==> src/rtl/serial_erase_ctrl.sv <==
module serial_erase_ctrl #(
  parameter int T_BE = 1000
) (
  input  logic       clk,
  input  logic       rst_n,
  input  logic       cs_n,
  input  logic       sck,
  input  logic       mosi,
  input  logic [3:0] bp,
  output logic       miso,
  output logic       erase_active,
  output logic       erase_done
);
  localparam int TW = (T_BE > 2) ? $clog2(T_BE) : 1;
  localparam logic [7:0] OP_WREN = 8'h06;
  localparam logic [7:0] OP_BE   = 8'hC7;
  localparam logic [7:0] OP_RDSR = 8'h05;

  logic [2:0]    sck_q, cs_q;
  logic [1:0]    mosi_q;
  logic [3:0]    cnt;
  logic [7:0]    sr, snap;
  logic [2:0]    ocnt;
  logic          rd, miso_q;
  logic          wel, wip, done_q;
  logic [TW-1:0] tmr;

  wire       sck_up = sck_q[1] & ~sck_q[2];
  wire       sck_dn = ~sck_q[1] & sck_q[2];
  wire       cs_hi  = cs_q[1];
  wire       cs_up  = cs_q[1] & ~cs_q[2];
  wire [7:0] nxt    = {sr[6:0], mosi_q[1]};
  wire [7:0] status = {2'b00, bp, wel, wip};
  wire       framed = cs_up && (cnt == 4'd8);
  wire       wren_ok = framed && (sr == OP_WREN) && !wip;
  wire       be_ok   = framed && (sr == OP_BE) && wel && (bp == 4'b0000) && !wip;

  always_ff @(posedge clk or negedge rst_n) begin
    if (!rst_n) begin
      sck_q  <= 3'b000;
      cs_q   <= 3'b111;
      mosi_q <= 2'b00;
    end else begin
      sck_q  <= {sck_q[1:0], sck};
      cs_q   <= {cs_q[1:0], cs_n};
      mosi_q <= {mosi_q[0], mosi};
    end
  end

  always_ff @(posedge clk or negedge rst_n) begin
    if (!rst_n) begin
      cnt    <= '0;
      sr     <= '0;
      snap   <= '0;
      ocnt   <= '0;
      rd     <= 1'b0;
      miso_q <= 1'b0;
    end else if (cs_hi) begin
      cnt    <= '0;
      ocnt   <= '0;
      rd     <= 1'b0;
      miso_q <= 1'b0;
    end else begin
      if (sck_up) begin
        sr <= nxt;
        if (cnt != 4'd9) cnt <= cnt + 4'd1;
        if (cnt == 4'd7 && nxt == OP_RDSR) rd <= 1'b1;
      end
      if (sck_dn && rd) begin
        ocnt <= ocnt + 3'd1;
        if (ocnt == 3'd0) begin
          miso_q <= status[7];
          snap   <= status;
        end else begin
          miso_q <= snap[~ocnt];
        end
      end
    end
  end

  always_ff @(posedge clk or negedge rst_n) begin
    if (!rst_n) begin
      wel    <= 1'b0;
      wip    <= 1'b0;
      tmr    <= '0;
      done_q <= 1'b0;
    end else begin
      done_q <= 1'b0;
      if (wip) begin
        if (tmr == '0) begin
          wip    <= 1'b0;
          wel    <= 1'b0;
          done_q <= 1'b1;
        end else begin
          tmr <= tmr - 1'b1;
        end
      end else if (be_ok) begin
        wip <= 1'b1;
        tmr <= TW'(T_BE - 1);
      end else if (wren_ok) begin
        wel <= 1'b1;
      end
    end
  end

  assign miso         = miso_q;
  assign erase_active = wip;
  assign erase_done   = done_q;
endmodule

==> config.mk <==
export PLATFORM = sky130hd
export DESIGN_NAME = serial_erase_ctrl
export DESIGN_NICKNAME = d
export VERILOG_FILES = /design/src/rtl/serial_erase_ctrl.sv
export SDC_FILE = /design/constraint.sdc
export NUM_CORES = 1
export LEC_CHECK = 0
export ABC_AREA = 1
export BUFFER_PORTS_ARGS = -buffer_cell sky130_fd_sc_hd__clkbuf_2
export CORE_UTILIZATION = 50
export DETAILED_ROUTE_END_ITERATION = 16
export GPL_TIMING_DRIVEN = 0
export HOLD_SLACK_MARGIN = 0.06
export PLACE_DENSITY = 0.67
export SLEW_MARGIN = 20
export SYNTH_ARGS = -nofsm -noshare
export SYNTH_HDL_FRONTEND = slang
export SYNTH_SLANG_ARGS = --single-unit
==> constraint.sdc <==
create_clock -name clk -period 1.7 [get_ports clk]
set_input_delay 0.085 -clock clk [delete_from_list [all_inputs] [get_ports clk]]
set_output_delay 0.085 -clock clk [all_outputs]
set_load 0.05 [all_outputs]
==> out/qor.txt, run 1 <==
Startpoint Class = flip-flop
Max Clk Rate = 637.5 MHz
type of the worst setup path = flip-flop to flip-flop
detailed-router iteration count before antenna repair = 4
min cycle time layout = 1569 ps
cts bufs inserted = 5
top cells by instance count after synthesis = nand2_1 (67), dfrtp_1 (41), inv_1 (29), nand3_1 (25), nor2_1 (25)
Synth area leader = dfrtp_1
Post-synth top flop = dfrtp_1
R2R depth = 8
Least-Margin Pin Slew = 546.0 ps
clk sinks = 44
Mapped Area = 2195 um2
most frequent cell after synthesis = nand2_1
vias in the first global route = 1523
CP Capture Type = flip-flop
area share of xor/xnor cells in the synthesized design = 0
DRT iter0 DRCs = 154
n_diodes = 0
Starting Density = 0.5333
# nets final = 305
critical path arrival = 1810 ps
max cap viols = 0
final setup fails = 0
GR Util met2 = 0.2990
port bufs = 11
Yosys top cell area share = 0.4675
Worst R2R End = tmr[3]
Slew headroom = 0.6360
CP max FO = 8
Power Dens Cells = 791.2 nW/um2
Die ar. = 4658 um2
Worst-path clk slew = 80 ps
Synth Area in Compound Gates = 0.08096
main combinational cell family by area after synthesis = simple AND/OR/NAND/NOR gates
initial antenna violation count = 0
worst r2r src = tmr[0]
Post-Syn Instances = 262
Seq/Total Area, Yosys = 0.5034
Critical Path End = tmr[3]
first-pass GRT wire length = 6.948 mm
vias = 1713
RD Place Congestion = 0.8625
final hold vios = 0
WL final = 4.157 mm
CTS max path bufs = 2
Hold Path Class = primary input to asynchronous set/reset pin
core area = 4115 um2
dominant cells by area after synthesis = dfrtp_1 (47%), nand2_1 (11%), nand3_1 (5.7%)
DRC = 0
status = completed
post-synthesis mux area share = 0.005131
fraction of layout cells with a size suffix above 1 = 0.1753
die span in x = 68.25 um
Slew Limit Fails = 0
critical path required time = 1940 ps
async set-reset flop share out of synthesis = 1.000
met1 Use GR = 0.2980
leakage power = 1.247 nW
RSZ-0062 raised after global routing = no
Post-DRT Antenna Nets = 0
worst vdd ir = 0.6424 mV
Site Rows = 23
setup total negative slack = 0 ps
total track usage = 0.2072
Synth Register Bits = 44
Global Route met3 Usage = 0.05500
total power = 2.011 mW
crit path from = tmr[0]
skew final = 6.941 ps
H-tree Lvls = 2
Reg2Reg Setup Slack = 130 ps
Final period util = 0.9228
Syn-to-layout area delta = 15.79%
num ports = 12
clk root buf = clkbuf_8
syn_nets = 277
vias per cell = 5.023
post-detail-place hpwl = 2.824 mm
largest net degree at the start of global routing = 45
Die Y = 68.25 um
synth unique cells = 30
Post-synth EDFFs = 0
CTS tree = yes
post-synthesis adder-cell area fraction = 0.03421
wire per inst = 12.19 um
Synth Area in Simple Gates = 0.3062
Syn Area/Cell = 8.376 um2
worst skew pair latency = 300 ps
gr ovfl total = 0
yosys warns = 0
Filler cells = 386
GRT busiest layer = met2
==> cells by family (layout without fill, tap and decap cells) <==
kind of cell | Yosys count | in the layout
compound gates | 32 | 32
mux | 1 | 1
buf+inv | 38 | 66
simple gates | 141 | 142
fa+ha+maj | 6 | 6
flops | 44 | 44
==> worst min path at each step <==
stage           endpoint  slack, ps
3_3_place_gp     cs_q[0]        170
2_1_floorplan     cnt[0]       -210
4_1_cts        mosi_q[1]        360
5_1_grt           cnt[1]        370
3_5_place_dp     cs_q[0]        180
6_report          cnt[1]        300
==> placed cells by master (no fill, tap or decap), types with 2 or more instances in the layout <==
cell / n
ha_1: 6
nand2_8: 2
nor2_4: 4
dfstp_2: 3
nor3_1: 6
o21ai_0: 14
nand3_1: 25
clkinvlp_4: 2
nor2_1: 25
nand2_1: 66
inv_2: 5
a21oi_1: 10
buf_4: 4
inv_1: 28
dlygate4sd3_1: 8
nand3_2: 3
nor2_2: 3
clkbuf_8: 6
clkbuf_2: 10
o21ai_1: 5
dfrtp_1: 41
==> state kept, by name, summed over array words and instances, names as in the netlist <==
signal,cells
erase_done,1
cs_q,3
erase_active,1
tmr,10
snap,6
ocnt,3
wel,1
sr,8
mosi_q,2
cnt,4
miso,1
rd,1
sck_q,3
==> routing by layer <==
metal / up-vias / wire length (um)
met5: - / 0
met4: 0 / 23
met3: 2 / 135
met2: 32 / 1790
met1: 787 / 2208
li1: 892 / -
==> stage by stage <==
stage                       util  instances  setup WS, ps  hold WS (ps)  instance area [um2]
final                     0.6175        341         131.3         302.1                 2541
after global routing      0.6175        341        0.5733         369.2                 2541
after CTS                 0.6050        339         17.09         358.4                 2490
after detailed placement  0.5619        323         39.60         176.9                 2312
after global placement    0.5619        323         46.96         172.2                 2312
after floorplan                -        262         150.8        -210.6                 2195
==> power by group <==
part | total (mW) | switching (mW) | internal (mW) | leakage [nW]
Combinational | 0.159 | 0.0955 | 0.0632 | 0.645
Sequential | 1.16 | 0.0453 | 1.11 | 0.559
Clock | 0.696 | 0.367 | 0.329 | 0.0434
==> critical path, stage by stage (launching register included) <==
cell and delay [ps]:
dfrtp_1 400, inv_2 100, ha_1 190, nand2_2 100, nor2_4 180, nand4_4 240, nand2_4 180, nand2_1 60
nand2_1 60
==> cell type report <==
cell class,instances,area [um2],area share
Sequential cell,44,1105,0.4348
Multi-Input combinational cell,181,977.2,0.3845
Timing Repair Buffer,20,145.1,0.05711
Inverter,35,133.9,0.05268
Clock buffer,6,82.58,0.03250
Tap cell,50,62.56,0.02462
Buffer,3,20.02,0.007878
Clock inverter,2,15.01,0.005908
==> what timing repair did <==
action,4_1_cts,5_1_grt
hold endpoints to repair,48,0
hold buffers,8,0
endpoints found under the setup margin,0,10
resized for setup,0,6
setup buffers,0,1
Power figures use the tool's default switching activity.
==> run 2, diff against run 1 <==
CORE_MARGIN = 2   (was not set)
==> run 2 against run 1 <==
Via count down 1.2%. Combinational power barely moved. Die area is 5.9% higher. Critical path type unchanged. Critical endpoint is now tmr[8].
==> out/qor.txt, run 2 (synthesis results as in run 1) <==
CTS tree = yes
detailed-router iteration count before antenna repair = 7
Syn-to-layout area delta = 16.02%
critical path required time = 1900 ps
post-detail-place hpwl = 2.758 mm
Startpoint Class = flip-flop
Non-Filler Instances = 341
final setup fails = 0
port bufs = 11
# nets final = 303
Power Dens Cells = 849.3 nW/um2
RD Place Congestion = 0.8324
worst r2r src = tmr[0]
DRC = 0
Worst Path Buf+Inv = 1
RSZ-0062 raised after global routing = no
Largest regs = tmr (10), sr (8), snap (6)
Worst-path clk slew = 90 ps
setup total negative slack = 0 ps
Starting Density = 0.5111
Site Rows = 24
min cycle time layout = 1528 ps
largest net degree at the start of global routing = 45
Final period util = 0.8989
Max Clk Rate = 654.4 MHz
Post-CTS Setup Bufs = 0
clk sinks = 44
num ports = 12
gr ovfl total = 0
Die ar. = 4935 um2
Largest register FFs = 10
CP Capture Type = flip-flop
most frequent cells in the layout = nand2_1 (67), dfrtp_1 (41), inv_1 (28)
leakage power = 1.260 nW
clk root buf = clkbuf_8
vias = 1693
skew final = 6.208 ps
vias per cell = 4.965
Crit path max-delay family = simple AND/OR/NAND/NOR gates
initial antenna violation count = 0
CP max FO = 4
WL final = 3.908 mm
commonest non-fill, non-tap cell in the layout = nand2_1
Post-DRT Antenna Nets = 0
critical path arrival = 1720 ps
max incr delay on CP = 420 ps
type of the worst setup path = flip-flop to flip-flop
Filler cells = 379
vias in the first global route = 1682
Slew Limit Fails = 0
Least-Margin Pin Slew = 550.2 ps
die span in x = 70.25 um
wire per inst = 11.46 um
Largest Register = tmr
n_diodes = 0
DRT iter0 DRCs = 78
Hold Path Class = primary input to asynchronous set/reset pin
slowest library cell on the worst path = dfrtp_1
Slew headroom = 0.6332
max cap viols = 0
core area = 4294 um2
worst vdd ir = 0.5008 mV
most used cell, CP = nand2_1
crit path from = tmr[0]
final hold vios = 0
fraction of layout cells with a size suffix above 1 = 0.1661
placed cells = 325
H-tree Lvls = 2
worst path cell trace = inv_2 > ha_1 > nand2_1 > nor2_4 > nand3_2 > nor2_4 > a21oi_4 > nand2_1 > nand2_1
total track usage = 0.1823
first-pass GRT wire length = 7.127 mm
Die Y = 70.25 um
CTS max path bufs = 2
worst skew pair latency = 300 ps
status = completed
cts bufs inserted = 5
run 2: cell types whose count changed in the layout (fill, tap and decap cells not counted):
cell        before  now
nand2_1         66   67
clkinvlp_4       2    0
nand2_2          1    0
clkinv_4         0    1
buf_4            4    3
nand2_4          1    0
bufinv_16        0    1
run 2: worst paths after layout:
check	slack [ps]	depth (start not counted)	end
hold reg to reg	350	0	mosi_q[1]
setup reg to reg	170	9	tmr[8]
max in group asynchronous	1010	2	tmr[7]
hold / removal	310	2	ocnt[1]
min in group clk	350	0	mosi_q[1]
setup / recovery	170	9	tmr[8]
run 2: power by group:
| part | switching [mW] | internal [mW] |
|---|---|---|
| clock | 0.370 | 0.481 |
| sequential | 0.0444 | 1.11 |
| combinational | 0.0944 | 0.0631 |
| total | 0.508 | 1.65 |
run 2: layout make-up:
class / count / area (um2) / area share
clock inverter: 2 / 38.79 / 0.01523
buffer: 3 / 20.02 / 0.007862
multi-input combinational: 180 / 963.4 / 0.3784
sequential: 44 / 1105 / 0.4339
tap: 52 / 65.06 / 0.02555
timing repair buffer: 19 / 137.6 / 0.05405
inverter: 35 / 133.9 / 0.05258
clock buffer: 6 / 82.58 / 0.03243
run 2: repair_timing:
action,in CTS,in global routing
endpoints found under the hold margin,48,0
resized for setup,0,5
hold buffers,8,0
endpoints found under the setup margin,0,10
run 2: worst register-to-register path, delay by kind of cell, from the launching register on:
family / cells / cell delay, ps
flops: 1 / 420
fa+ha+maj: 1 / 160
compound gates: 1 / 60
buf+inv: 1 / 100
simple gates: 6 / 690
run 2: metrics by stage:
step / area [um2] / hold WS (ps) / setup slack [ps] / utilization / power, mW
after CTS: 2516 / 355.2 / 64.37 / 0.5860 / 2.191
after global routing: 2546 / 362.8 / 11.11 / 0.5929 / 2.254
after detailed placement: 2315 / 174.7 / 71.71 / 0.5390 / 1.319
final: 2546 / 307.7 / 171.9 / 0.5929 / 2.162
after global placement: 2315 / 174.0 / 93.52 / 0.5390 / 1.315
after floorplan: 2195 / -210.6 / 150.8 / - / 1.258
run 2: metal layers:
layer  track usage  part of all wire
met1        0.2381              0.49
met2        0.2998              0.47
met3       0.03030             0.028
met4       0.07692             0.010
met5             0                 0
